`src/rtl/i2cw_pkg.sv`:
```
package i2cw_pkg;
  localparam int BYTE_W = 8;
  localparam int SEL_W  = 2;
  localparam int CHAN_W = BYTE_W - SEL_W;
  localparam int WORD_W = 2 * BYTE_W;

  typedef enum logic [2:0] {
    PH_IDLE,
    PH_ADDR,
    PH_PTR,
    PH_DHI,
    PH_DLO
  } phase_t;

  // address byte accepted only for a write to our own address
  function automatic logic addr_ok(input logic [BYTE_W-1:0] b,
                                   input logic [4:0] prefix,
                                   input logic [1:0] strap);
    return b == {prefix, strap, 1'b0};
  endfunction

  function automatic phase_t next_phase(input phase_t p);
    case (p)
      PH_ADDR: return PH_PTR;
      PH_PTR:  return PH_DHI;
      PH_DHI:  return PH_DLO;
      PH_DLO:  return PH_PTR;
      default: return PH_IDLE;
    endcase
  endfunction
endpackage

```
`src/rtl/i2cw_sync.sv`:
```
module i2cw_sync #(
  parameter int W      = 2,
  parameter int STAGES = 2
) (
  input  logic         clk,
  input  logic         rst_n,
  input  logic [W-1:0] d,
  output logic [W-1:0] q
);
  logic [W-1:0] stg [STAGES];

  for (genvar i = 0; i < STAGES; i++) begin : g_stage
    always_ff @(posedge clk or negedge rst_n) begin
      if (!rst_n) stg[i] <= '1;
      else if (i == 0) stg[i] <= d;
      else stg[i] <= stg[(i == 0) ? 0 : i-1];
    end
  end

  assign q = stg[STAGES-1];
endmodule

```
`src/rtl/i2cw_events.sv`:
```
module i2cw_events (
  input  logic clk,
  input  logic rst_n,
  input  logic scl_s,
  input  logic sda_s,
  output logic scl_rise,
  output logic scl_fall,
  output logic start_ev,
  output logic stop_ev
);
  logic scl_d, sda_d;

  always_ff @(posedge clk or negedge rst_n) begin
    if (!rst_n) begin
      scl_d <= 1'b1;
      sda_d <= 1'b1;
    end else begin
      scl_d <= scl_s;
      sda_d <= sda_s;
    end
  end

  assign scl_rise = scl_s & ~scl_d;
  assign scl_fall = ~scl_s & scl_d;
  assign start_ev = scl_s & scl_d & sda_d & ~sda_s;
  assign stop_ev  = scl_s & scl_d & ~sda_d & sda_s;
endmodule

```
`src/rtl/i2c_wr_ptr_slave.sv`:
```
module i2c_wr_ptr_slave
  import i2cw_pkg::*;
#(
  parameter logic [4:0] ADDR_PREFIX = 5'b10101,
  parameter int         SYNC_STAGES = 2
) (
  input  logic              clk,
  input  logic              rst_n,
  input  logic              scl_i,
  input  logic              sda_i,
  input  logic [1:0]        strap_i,
  output logic              sda_oe,
  output logic              wr_stb,
  output logic [CHAN_W-1:0] wr_chan,
  output logic [SEL_W-1:0]  wr_sel,
  output logic [WORD_W-1:0] wr_data
);
  localparam int CNT_W = $clog2(BYTE_W + 2);
  localparam logic [CNT_W-1:0] LAST_BIT = CNT_W'(BYTE_W);
  localparam logic [CNT_W-1:0] ACK_CNT  = CNT_W'(BYTE_W + 1);

  // named internal events, visible to the checker
  logic scl_s, sda_s;
  logic scl_rise_ev, scl_fall_ev, start_ev, stop_ev;
  logic byte_accept;

  logic [1:0] synced;
  i2cw_sync #(.W(2), .STAGES(SYNC_STAGES)) u_sync (
    .clk(clk), .rst_n(rst_n), .d({scl_i, sda_i}), .q(synced)
  );
  assign scl_s = synced[1];
  assign sda_s = synced[0];

  i2cw_events u_events (
    .clk(clk), .rst_n(rst_n), .scl_s(scl_s), .sda_s(sda_s),
    .scl_rise(scl_rise_ev), .scl_fall(scl_fall_ev),
    .start_ev(start_ev), .stop_ev(stop_ev)
  );

  phase_t            phase;
  logic [CNT_W-1:0]  bitcnt;
  logic [BYTE_W-1:0] shreg, ptr_q, hi_q;

  assign byte_accept = (phase == PH_ADDR) ? addr_ok(shreg, ADDR_PREFIX, strap_i) : 1'b1;

  always_ff @(posedge clk or negedge rst_n) begin
    if (!rst_n) begin
      phase   <= PH_IDLE;
      bitcnt  <= '0;
      shreg   <= '0;
      ptr_q   <= '0;
      hi_q    <= '0;
      sda_oe  <= 1'b0;
      wr_stb  <= 1'b0;
      wr_chan <= '0;
      wr_sel  <= '0;
      wr_data <= '0;
    end else begin
      wr_stb <= 1'b0;
      if (start_ev) begin
        phase  <= PH_ADDR;
        bitcnt <= '0;
        sda_oe <= 1'b0;
      end else if (stop_ev) begin
        phase  <= PH_IDLE;
        bitcnt <= '0;
        sda_oe <= 1'b0;
      end else if (phase != PH_IDLE) begin
        if (scl_rise_ev && bitcnt < LAST_BIT) begin
          shreg  <= {shreg[BYTE_W-2:0], sda_s};
          bitcnt <= bitcnt + 1'b1;
        end else if (scl_fall_ev && bitcnt == LAST_BIT) begin
          if (byte_accept) begin
            sda_oe <= 1'b1;
            bitcnt <= ACK_CNT;
          end else begin
            phase  <= PH_IDLE;
            bitcnt <= '0;
          end
        end else if (scl_fall_ev && bitcnt == ACK_CNT) begin
          sda_oe <= 1'b0;
          bitcnt <= '0;
          phase  <= next_phase(phase);
          case (phase)
            PH_PTR: ptr_q <= shreg;
            PH_DHI: hi_q  <= shreg;
            PH_DLO: begin
              wr_stb  <= 1'b1;
              wr_chan <= ptr_q[CHAN_W-1:0];
              wr_sel  <= ptr_q[BYTE_W-1:CHAN_W];
              wr_data <= {hi_q, shreg};
            end
            default: ;
          endcase
        end
      end
    end
  end
endmodule

```
`config.mk`:
```
export PLATFORM = sky130hd
export DESIGN_NAME = i2c_wr_ptr_slave
export DESIGN_NICKNAME = d
export VERILOG_FILES = /design/src/rtl/i2cw_pkg.sv /design/src/rtl/i2cw_sync.sv /design/src/rtl/i2cw_events.sv /design/src/rtl/i2c_wr_ptr_slave.sv
export SDC_FILE = /design/constraint.sdc
export NUM_CORES = 1
export LEC_CHECK = 0
export BUFFER_PORTS_ARGS = -buffer_cell sky130_fd_sc_hd__buf_2
export CORE_ASPECT_RATIO = 1.4
export CORE_MARGIN = 3
export CORE_UTILIZATION = 46
export DETAILED_ROUTE_END_ITERATION = 8
export MAX_ROUTING_LAYER = met4
export PLACE_DENSITY = 0.66
export SLEW_MARGIN = 30
export SYNTH_ARGS = -nofsm -noshare
export SYNTH_HDL_FRONTEND = slang
export SYNTH_SLANG_ARGS = --single-unit
```
`constraint.sdc`:
```
create_clock -name clk -period 6.2 [get_ports clk]
set_clock_uncertainty 0.2 [all_clocks]
set_input_delay 0.62 -clock clk [delete_from_list [all_inputs] [get_ports clk]]
set_output_delay 0.62 -clock clk [all_outputs]
set_load 0.01 [all_outputs]
```
# Yosys cells after proc, flatten, opt, wreduce, memory -nomap -nowiden

Index checks and enable logic that the tools add are counted.

Order comparisons: 1
Bitwise gates (word level): 15
Shift-type cells: 0
Muxes and demuxes: 30
Equal/unequal tests: 10
Multiply operators: 0
Add/subtract/negate cells: 1
Reduce and logical (&&, ||, !) cells: 15
Div/mod/pow operators: 0

Operators with widths:

| cell                                                                  | count |
|---|---|
| 4-bit 2-to-1 mux                                                      | 7 |
| 3-bit 2-to-1 mux                                                      | 7 |
| 7-bit AND reduction                                                   | 3 |
| 1-bit 2-to-1 mux                                                      | 15 |
| 4-bit AND reduction                                                   | 3 |
| 3-bit case mux with 3 select lines                                    | 1 |
| 4-bit equality test, second input constant                            | 2 |
| 8-bit equality test                                                   | 1 |
| 4-bit != test, second input constant                                  | 2 |
| 1-bit NOT                                                             | 8 |
| 1-bit AND                                                             | 7 |
| 3-bit by 2-bit equality test with 1-bit output, second input constant | 2 |
| 3-bit nonzero test                                                    | 2 |
| 5-bit nonzero test                                                    | 1 |
| 4-bit by 1-bit adder with 4-bit output, second input constant         | 1 |
| 4-bit < comparator, second input constant                             | 1 |
| 4-bit nonzero test                                                    | 1 |
| 3-bit by 1-bit equality test with 1-bit output, second input constant | 1 |
| 3-bit equality test, second input constant                            | 1 |
| 1-bit logical AND                                                     | 3 |
| 3-bit != test, second input constant                                  | 1 |
| 2-bit AND reduction                                                   | 1 |
| 2-bit OR reduction                                                    | 1 |

Flip-flop bits (word level): 63
Output and inout bits: 26
Bits in writable memories: 0
Bits in read-only memories: 0
Bits in latches: 0
Logic and storage cells: 86
Memories: 0
Input port bits: 6

# Longest topological paths before layout

Gate-level depths: netlist of the first run.

Depth after elaboration: 9
Depth in mapped cells: 7
Mapped depth without buffers: 7

# By module

From an unflattened synthesis of the first run, not the netlist that was laid out.

Cell total of the unflattened synthesis: 189
Area total of the unflattened synthesis: 2,752.6 um^2

Modules (own cells, without submodules):

| module           | cells each | area an instance (um^2) | instances | seq. area each (um^2) |
|---|---|---|---|---|
| i2c_wr_ptr_slave | 177        | 2,547.4                 | 1         | 1,426.4 |
| i2cw_sync        | 6          | 120.1                   | 1         | 105.1 |
| i2cw_events      | 6          | 85.1                    | 1         | 52.6 |

# Worst setup path before layout of the first run

OpenSTA, ideal clock, no wires.

Path kind: input to register
Start point: input port strap_i[1]
End point: register phase[0]
Stages on the path: 5
Required time: 5.875 ns
Path buffers: 0
Library setup time: 0.125 ns
Arrival: 1.725 ns
Setup slack: 4.150 ns
Cells stage by stage: xor2_1 o41ai_1 nand3_1 nand2_1 mux2_2

Longest elaborated chain between the ends: 4

Ends and longest elaborated chain:

| item                          | line                   | RTL |
|---|---|---|
| start, declared               | i2c_wr_ptr_slave.sv:11 | `input logic [1:0] strap_i,` |
| 8-bit equality test           | i2cw_pkg.sv:19         | `return b == {prefix, strap, 1'b0};` |
| 1-bit 2-to-1 mux              | i2c_wr_ptr_slave.sv:44 | `assign byte_accept = (phase == PH_ADDR) ? addr_ok(shreg, ADDR_PREFIX, strap_i) : 1'b1;` |
| 4-bit != test (no line)       | n/a                    |  |
| 4-bit AND reduction (no line) | n/a                    |  |
| end signal, assigned          | i2c_wr_ptr_slave.sv:83 | `phase <= next_phase(phase);` |
| end, declared                 | i2c_wr_ptr_slave.sv:40 | `phase_t phase;` |

Every way passes these cells.
A chain may end at the register's enable or synchronous reset.

# Worst setup path in the final report of the first run

Start point: register shreg[4]
End point: register phase[2]

Longest elaborated chain between the ends: 4

Ends and longest elaborated chain:

| item                          | line                   | RTL |
|---|---|---|
| start, declared               | i2c_wr_ptr_slave.sv:42 | `logic [BYTE_W-1:0] shreg, ptr_q, hi_q;` |
| start signal, assigned        | i2c_wr_ptr_slave.sv:70 | `shreg <= {shreg[BYTE_W-2:0], sda_s};` |
| 8-bit equality test           | i2cw_pkg.sv:19         |  |
| 1-bit 2-to-1 mux              | i2c_wr_ptr_slave.sv:44 |  |
| 4-bit != test (no line)       | n/a                    |  |
| 4-bit AND reduction (no line) | n/a                    |  |

Every way passes these cells.

==> summary.md, run 1 <==
| Metric | Value |
|---|---|
| TritonCTS Sinks | `63` |
| Crit share post-route | `37.89%` |
| Leakage | `around 1.6 nW` |
| Max-Cap Viols | `0` |
| Hold_buf cts | `0` |
| Detailed-route vias per instance | `5.395` |
| IO Port Bufs | `31` |
| TritonCTS Buffers | `9` |
| Setup bufs post-CTS | `0` |
| Antenna-violating nets left | `0` |
| H-tree levels | `3` |
| Clk root buf | `clkbuf_8` |
| Synthesized cell area | `2606 um^2` |
| Placed Area | `2830 um^2` |
| Final WL | `4817 um` |
| Ant diodes | `0` |
| Post-CTS sizing | `0` |
| Synth top area share | `54.73%` |
| FMAX | `between 0.4 and 0.5 GHz` |
| Seq cells post-synth | `63` |
| Hold Crit Class | `register to register` |
| Worst endpoint data arrival time | `2.36 ns` |
| Peak VDD IR | `0.2978 mV` |
| Status | `complete, no violations` |
| Die Y | `95.06 um` |
| Actual slew at the worst max-slew pin | `0.7686 ns` |
| Die area | `between 6000 and 7000 um^2` |
| Top cell type by total area after synthesis | `dfrtp_1` |
| Cell Count, Final, Fillers Out | `286` |
| Pin count of the biggest net entering global routing | `64` |
| # rows | `31` |
| Clock latency on the worst-skew pair | `between 0.3 and 0.4 ns` |
| Slew HR | `about 49%` |
| Critical Path Start Type | `register` |
| Clock slew at reported path FFs | `0.07 ns` |
| Post-Syn Instances | `175` |
| Share of the yosys chip area belonging to registers | `60.78%` |
| Final Hold Fails | `0` |
| # IOs | `32` |
| Core ar. | `5314 um^2` |
| Pwr per Cell Area | `roughly 320 nW/um^2` |
| Die X-Extent | `~70 um` |
| Initial Utilization | `roughly 50%` |
| First-pass iteration count of the detailed router | `4` |
| Kind of critical path | `register to register` |
| Syn nets | `~180` |
| Yosys warns | `0` |
| Placer Congestion | `~0.89` |
| First-pass GRT wire length | `8224 um` |
| Synth unique cells | `35` |
| Final setup fails | `0` |
| Vias in the first global route | `between 1500 and 2000` |
| Crit path time final | `2.349 ns` |
| Nets | `between 200 and 250` |
| Initial antenna violation count | `0` |
| Syn_area_per_cell | `14.89 um^2` |
| Final instance area | `approximately 3000 um^2` |
| Critical Path Sink Type | `register` |
| Unrepaired setup endpoints after global routing | `no` |
| Power Total | `0.0009706 W` |
| Max Root-Sink Buffers | `2` |
| 1st-iter DRT viols | `74` |
| Inst Count DP | `270` |
| Req. time, crit path | `6.22 ns` |
| CTS tree | `done` |
| Vias | `1543` |
| Crit path max fanout | `6` |
| Total gr overflow | `0` |
| Residual DRC | `0` |
| Layout cell share with drive strength beyond 1 | `between 50% and 60%` |
| WL per Instance | `between 15 and 20 um` |
| Setup TNS | `0 ns` |
| Global Route Usage Sum | `roughly 17%` |
| # fillers | `437` |
| Slew Limit Fails | `0` |
| Area Growth Syn to Fin | `16.37%` |
| Post-DP HPWL | `3222 um` |
| Synth area leaders | `dfrtp_1 (55%), mux2_2 (23%), dfstp_2 (6.0%), ha_1 (1.4%), nand4bb_4 (1.1%)` |
## Yosys cell counts (all sizes together)
| library cell | n |
|---|---|
| a21oi | 5 |
| xnor2 | 1 |
| o21ai | 4 |
| and4bb | 1 |
| or4b | 1 |
| xor2 | 2 |
| o31a | 1 |
| or3 | 1 |
| nor3b | 3 |
| o41ai | 1 |
| nand3 | 3 |
| nor3 | 2 |
| nand2b | 1 |
| mux2 | 53 |
| inv | 5 |
| a31oi | 1 |
| nor2b | 1 |
| nor4 | 1 |
| nand2 | 7 |
| ha | 3 |
| o31ai | 1 |
| nor2 | 6 |
| nand4bb | 2 |
| dfstp | 6 |
| o32ai | 1 |
| nand3b | 1 |
| buf | 3 |
| dfrtp | 57 |
| or3b | 1 |
## worst max-delay path, stage by stage (launching register included)
cell       delay (ns)
dfrtp_1          0.45
nand4bb_1        0.23
o41ai_1          0.58
nand3_1          0.22
nand2_1          0.19
mux2_2           0.36
## stage by stage
| stage | hold WS (ns) | util, % | setup WS (ns) |
|---|---|---|---|
| floorplan | 0.1244 | - | 4.150 |
| global placement | 0.1455 | 53.26 | 3.796 |
| detailed placement | 0.1509 | 53.26 | 3.693 |
| CTS | 0.1593 | 57.03 | 3.686 |
| global route | 0.1624 | 57.08 | 3.850 |
| finish | 0.1541 | 57.08 | 3.851 |
## flip-flops by register name, summed over array words and instances, names as in the netlist
| name | cells |
|---|---|
| wr_sel | 2 |
| u_sync.q | 2 |
| hi_q | 8 |
| wr_stb | 1 |
| u_events.scl_d | 1 |
| shreg | 8 |
| ptr_q | 8 |
| wr_data | 16 |
| u_events.sda_d | 1 |
| bitcnt | 4 |
| wr_chan | 6 |
| sda_oe | 1 |
| u_sync.stg | 2 |
| phase | 3 |
## area by class of cell
| class | count | area [um^2] | area share (%) |
|---|---|---|---|
| Inverter | 5 | 18.77 | 0.6188 |
| Timing Repair Buffer | 32 | 162.7 | 5.363 |
| Tap cell | 66 | 82.58 | 2.723 |
| Sequential cell | 63 | 1584 | 52.23 |
| Clock inverter | 4 | 45.04 | 1.485 |
| Multi-Input combinational cell | 104 | 984.7 | 32.47 |
| Clock buffer | 12 | 155.1 | 5.116 |
## power breakdown
group	switching [W]	internal, W	leakage [nW]
Clock	0.000148	0.000206	0.106
Sequential	0.0000465	0.000442	0.851
Combinational	0.0000716	0.0000573	0.610
Total	0.000266	0.000705	1.57
## worst paths after layout
check,start,end,slack (ns),cells past startpoint
worst min register to register,u_sync.stg[3],u_sync.q[1],0.15,0
worst max-delay path,shreg[4],phase[2],3.85,5
worst max register to register,shreg[4],phase[2],3.85,5
max in group asynchronous,rst_n,ptr_q[6],5.05,2
min in group asynchronous,rst_n,phase[1],0.24,2
worst min-delay path,u_sync.stg[3],u_sync.q[1],0.15,0
## cells in the final DEF (no fill, tap or decap), types with 2 or more instances in the layout
cell and n:
nand2_1 6, dfrtp_1 57, a21oi_1 4, inv_1 5, clkbuf_8 11, buf_2 31, nor3b_1 3, nor2_1 5
mux2_2 53, ha_1 3, clkinv_2 3, o21ai_0 3, xor2_1 2, dfstp_2 6, nand3_1 3
## kinds of logic after synthesis
logic type,count (synthesis),synth area share (%)
multiplexers,53,22.90
adder cells (fa/ha/maj),3,1.440
XOR/XNOR,3,1.008
flip-flops,63,60.78
AND/OR/NAND/NOR,31,8.498
AO/OA/AOI/OAI,14,3.841
buffers and inverters,8,1.536
## per-layer routing
layer | part of all wire, % | global-route usage [%] | wire length [um]
met1 | 41 | 19.69 | 1989
met2 | 52 | 26.59 | 2482
met3 | 4.7 | 5.380 | 227
met4 | 2.4 | 8.307 | 118
met5 | 0 | - | 0
Note: power is estimated with default switching activity, not from simulation.
==> run 2: changes to the inputs <==
clock period = 2.3 ns   (was 6.2 ns; I/O delays follow)
==> summary.md, run 2 (synthesis gave the netlist of run 1 again) <==
| Metric | Value |
|---|---|
| Status | `complete, no violations` |
| Clock latency on the worst-skew pair | `0.32 ns (about the same)` |
| TritonCTS Sinks | `63 (unchanged)` |
| Hold Crit Class | `register to register` |
| IO Port Bufs | `31 (unchanged)` |
| First-pass iteration count of the detailed router | `4 (unchanged)` |
| Die Y | `95.06 um (unchanged)` |
| Req. time, crit path | `2.30 ns (-3.92 ns)` |
| Core ar. | `5314 um^2 (unchanged)` |
| Area Growth Syn to Fin | `20.50%` |
| Met2 Usage GRT | `26.75% (+0.16 points)` |
| Antenna-violating nets left | `0 (unchanged)` |
| Pin count of the biggest net entering global routing | `39 (-39%)` |
| 1st-iter DRT viols | `51 (-31%)` |
| Reg with most FFs | `wr_data` |
| Critical Path Sink Type | `register` |
| Peak VDD IR | `0.3807 mV (+28%)` |
| Max reg flops | `16 (unchanged)` |
| WL per Instance | `16.07 um (-4.6%)` |
| Post-CTS sizing | `0 (unchanged)` |
| Post-DP HPWL | `3419 um (+6.1%)` |
| Residual DRC | `0 (unchanged)` |
| Met1 usage | `19.24% (-0.46 points)` |
| Placer Congestion | `0.9579 (+7.7%)` |
| Total gr overflow | `0 (unchanged)` |
| Power Total | `0.002652 W (+170%)` |
| Final Hold Fails | `0 (unchanged)` |
| CP max stage cell | `dfstp_2` |
| Slew Limit Fails | `0 (unchanged)` |
| CTS tree | `done` |
| Final WL | `4741 um (-1.6%)` |
| Final setup fails | `0 (unchanged)` |
| Hold_buf cts | `3 (+3)` |
| Die X-Extent | `69.62 um (unchanged)` |
| Setup TNS | `0 ns (unchanged)` |
| Leakage | `1.618 nW (+3.2%)` |
| Unrepaired setup endpoints after global routing | `no` |
| Die area | `6618 um^2 (unchanged)` |
| Layout cell share with drive strength beyond 1 | `51.53% (-0.29 points)` |
| Max-Cap Viols | `0 (unchanged)` |
| Commonest non-fill, non-tap cell in the layout | `dfrtp_1` |
| Fin util | `59.10% (+2.0 points)` |
| Global Route Usage Sum | `16.18% (-0.69 points)` |
| Clock slew at reported path FFs | `0.06 ns (about the same)` |
| Initial Utilization | `49.05% (unchanged)` |
| Slew HR | `58.66% (+9.9 points)` |
| Worst endpoint data arrival time | `2.17 ns (-0.19 ns)` |
| Worst-path cell chain | `or3b_1, nor2_2, mux2_2` |
| Setup bufs post-CTS | `0 (unchanged)` |
| H-tree levels | `3 (unchanged)` |
| Placed Area | `2900 um^2 (+2.5%)` |
| # rows | `31 (unchanged)` |
| Area of the multi-input gates | `982.2 um^2 (-0.25%)` |
| # fillers | `441 (+0.92%)` |
| Register area | `1584 um^2 (unchanged)` |
| FMAX | `0.4618 GHz (+8.5%)` |
| Crit path max fanout | `8 (+2)` |
| Actual slew at the worst max-slew pin | `0.6201 ns (-0.1485 ns)` |
| Crit share post-route | `94.15% (+56 points)` |
| Critical Path Start Type | `register` |
| Nets | `233 (+4.0%)` |
| Vias | `1543 (unchanged)` |
| Kind of critical path | `register to register` |
| Clk root buf | `clkbuf_8` |
| Crit path time final | `2.165 ns (-0.1836 ns)` |
| First-pass GRT wire length | `8010 um (-2.6%)` |
| Vias in the first global route | `1603 (-1.8%)` |
| Most Used Layer, Global Route | `met2` |
| Most frequent cells in the layout | `dfrtp_1 (57), mux2_2 (53), buf_2 (31), clkbuf_8 (12), nand2_1 (7)` |
| Initial antenna violation count | `0 (unchanged)` |
| Final instance area | `3141 um^2 (+3.5%)` |
| Ant diodes | `0 (unchanged)` |
| Detailed-route vias per instance | `5.231 (-3.1%)` |
| GR met3 Demand/Resource | `4.114% (-1.3 points)` |
| TritonCTS Buffers | `9 (unchanged)` |
| Pwr per Cell Area | `844.4 nW/um^2 (+160%)` |
| # IOs | `32 (unchanged)` |
| Max Root-Sink Buffers | `2 (unchanged)` |
| CP peak stage delay | `0.57 ns (about the same)` |
-- run 2: worst paths after layout --
kind / start / to / slack (ns) / cells past startpoint
max in group asynchronous: rst_n / u_sync.q[0] / 0.96 / 3
hold / removal: u_sync.stg[3] / u_sync.q[1] / 0.16 / 0
setup / recovery: u_sync.q[1] / shreg[7] / 0.13 / 3
min in group asynchronous: rst_n / bitcnt[2] / 0.25 / 2
hold reg to reg: u_sync.stg[3] / u_sync.q[1] / 0.16 / 0
setup reg to reg: u_sync.q[1] / shreg[7] / 0.13 / 3
-- run 2: report_power, final --
| group | leakage (nW) | switching [W] | total (W) | internal, W |
|---|---|---|---|---|
| Sequential | 0.851 | 0.000108 | 0.00130 | 0.00119 |
| Combinational | 0.664 | 0.000207 | 0.000382 | 0.000175 |
| Clock | 0.103 | 0.000380 | 0.000970 | 0.000591 |
| Total | 1.62 | 0.000695 | 0.00265 | 0.00196 |
-- run 2: worst max-delay path: cells and delay by family (launching register included) --
kind             cells  cell delay, ns
and+or+nand+nor      2            0.89
DFF                  1            0.57
muxes                1            0.39
-- run 2: layout make-up --
class,instances,share of cell area (%)
Inverter,5,0.5976
Sequential cell,63,50.44
Clock buffer,14,5.498
Timing Repair Buffer,41,8.367
Clock inverter,2,1.195
Tap cell,66,2.629
Multi-Input combinational cell,104,31.27
-- run 2: layer usage --
metal  vias up  part of all wire [%]
met5         -                     0
met4         0                  0.76
met3         4                   3.6
met2        34                    52
met1       783                    43
li1        722                     -
-- run 2: per-stage QoR --
stage                     setup slack [ns]  hold slack (ns)  cells
after floorplan                     0.3108          -0.2656    175
after global placement              0.1763          0.05517    276
after detailed placement            0.1303          0.08110    276
after CTS                           0.1224           0.1563    295
after global routing               0.04475           0.1643    295
final                               0.1346           0.1560    295
==> run 3: changes to the inputs <==
PLACE_DENSITY = 0.63   (was 0.66)
==> summary.md, run 3 (synthesis gave the netlist of run 1 again) <==
| Metric | Value |
|---|---|
| Global Route Usage Sum | `15.92% (-0.27 points)` |
| Final setup fails | `0 (unchanged)` |
| Reg2reg start | `bitcnt[0]` |
| TritonCTS Sinks | `63 (unchanged)` |
| Die area | `6618 um^2 (unchanged)` |
| Final instance area | `3142 um^2 (about the same)` |
| Peak VDD IR | `0.5114 mV (+34%)` |
| Clk root buf | `clkbuf_8` |
| # IOs | `32 (unchanged)` |
| Final Hold Fails | `0 (unchanged)` |
| Leakage | `1.627 nW (+0.57%)` |
| Initial Utilization | `49.05% (unchanged)` |
| Metal3 WL | `124 um (-27%)` |
| Detailed-route vias per instance | `5.202 (-0.54%)` |
| Wl on met1 | `2063 um (about the same)` |
| Clock latency on the worst-skew pair | `0.32 ns (about the same)` |
| Residual DRC | `0 (unchanged)` |
| CTS tree | `done` |
| Ant diodes | `0 (unchanged)` |
| Critical Path Start Type | `register` |
| WL per Instance | `15.96 um (-0.69%)` |
| Slack of the worst reg-to-reg path | `0.1 ns (-0.04 ns)` |
| Post-DP HPWL | `3319 um (-2.9%)` |
| Unrepaired setup endpoints after global routing | `no` |
| Pin count of the biggest net entering global routing | `41 (+5.1%)` |
| Actual slew at the worst max-slew pin | `0.5944 ns (-0.02570 ns)` |
| Core ar. | `5314 um^2 (unchanged)` |
| Slew Limit Fails | `0 (unchanged)` |
| Die Y | `95.06 um (unchanged)` |
| Initial antenna violation count | `0 (unchanged)` |
| First-pass GRT wire length | `7762 um (-3.1%)` |
| DR WL met2 | `2443 um (-1.2%)` |
| FMAX | `0.4544 GHz (-1.6%)` |
| Antenna-violating nets left | `0 (unchanged)` |
| Setup crit start | `bitcnt[0]` |
| Most frequent cells in the layout | `dfrtp_1 (57), mux2_2 (53), buf_2 (31), clkbuf_8 (12), buf_4 (8)` |
| # rows | `31 (unchanged)` |
| First-pass iteration count of the detailed router | `4 (unchanged)` |
| Area Growth Syn to Fin | `20.55% (about the same)` |
| Total gr overflow | `0 (unchanged)` |
| Die X-Extent | `69.62 um (unchanged)` |
| Slew HR | `60.37% (+1.7 points)` |
| Placed Area | `2903 um^2 (about the same)` |
| Clock slew at reported path FFs | `0.07 ns (about the same)` |
| Vias | `1545 (+0.13%)` |
| Crit path time final | `2.201 ns (+0.03543 ns)` |
| Req. time, crit path | `2.30 ns (about the same)` |
| IO Port Bufs | `31 (unchanged)` |
| Hold Crit Start | `u_sync.stg[3]` |
| Max Root-Sink Buffers | `2 (unchanged)` |
| Placer Congestion | `0.8481 (-11%)` |
| DR top layer | `met4` |
| Reg with most FFs | `wr_data` |
| Crit path max fanout | `6 (-2)` |
| Layout cell share with drive strength beyond 1 | `52.38% (+0.85 points)` |
| Max reg flops | `16 (unchanged)` |
| Vias in the first global route | `1580 (-1.4%)` |
| Hold Crit Class | `register to register` |
| Kind of critical path | `register to register` |
| Commonest non-fill, non-tap cell in the layout | `dfrtp_1` |
| Worst endpoint data arrival time | `2.20 ns (+0.03 ns)` |
| TritonCTS Buffers | `9 (unchanged)` |
| H-tree levels | `3 (unchanged)` |
| Pwr per Cell Area | `856.6 nW/um^2 (+1.5%)` |
| Max-Cap Viols | `0 (unchanged)` |
| Nets | `235 (+0.86%)` |
| Final WL | `4740 um (about the same)` |
| 1st-iter DRT viols | `63 (+24%)` |
| Critical Path Sink Type | `register` |
| Status | `complete, no violations` |
| Setup TNS | `0 ns (unchanged)` |
| Crit share post-route | `95.69% (+1.5 points)` |
run 3: repair_timing:
action / 4_1_cts / 5_1_grt
hold buffers: 3 / 0
setup buffers: 0 / 0
setup endpoints to repair: 0 / 0
hold endpoints to repair: 25 / 0
gates resized for setup: 0 / 0
run 3: per-stage QoR:
step	util [%]	hold WS, ns	power (W)	worst slack, ns	instances
6_report	59.12	0.1578	0.002691	0.09919	297
4_1_cts	59.12	0.1585	0.002727	0.1288	297
3_3_place_gp	54.63	0.04695	0.001712	0.1803	278
3_5_place_dp	54.63	0.06604	0.001734	0.1442	278
2_1_floorplan	-	-0.2656	0.001556	0.3108	175
5_1_grt	59.12	0.1596	0.002834	0.03812	297
run 3: worst paths after layout:
kind,end,cells after the start
worst max-delay path,phase[2],6
max in group asynchronous,u_events.sda_d,3
worst min register to register,u_sync.q[1],0
min in group asynchronous,sda_oe,2
worst max register to register,phase[2],6
worst min-delay path,u_sync.q[1],0
run 3: layout make-up:
type                       instances  area [um^2]
inverter                           5        18.77
fill                             422         2172
sequential                        63         1584
clock inverter                     3        40.04
multi-input combinational        104        982.2
timing repair buffer              43        265.3
tap                               66        82.58
clock buffer                      13        168.9
run 3: report_power, final:
| group | switching (W) | total [W] | internal (W) |
|---|---|---|---|
| combinational | 0.000236 | 0.000439 | 0.000202 |
| clock | 0.000387 | 0.000973 | 0.000586 |
| sequential | 0.0000881 | 0.00128 | 0.00119 |
run 3: worst max-delay path, stage by stage, from the launching register on:
cell and delay (ns):
dfrtp_1 0.43, inv_1 0.08, ha_1 0.31, nor2_1 0.15, o32ai_1 0.39, nand2_1 0.20, mux2_2 0.32
run 3: per-layer routing:
layer	global-route usage, %	vias up
li1	-	725
met3	3.481	10
met4	9.744	0
met1	17.27	782
met2	26.83	28
met5	-	-
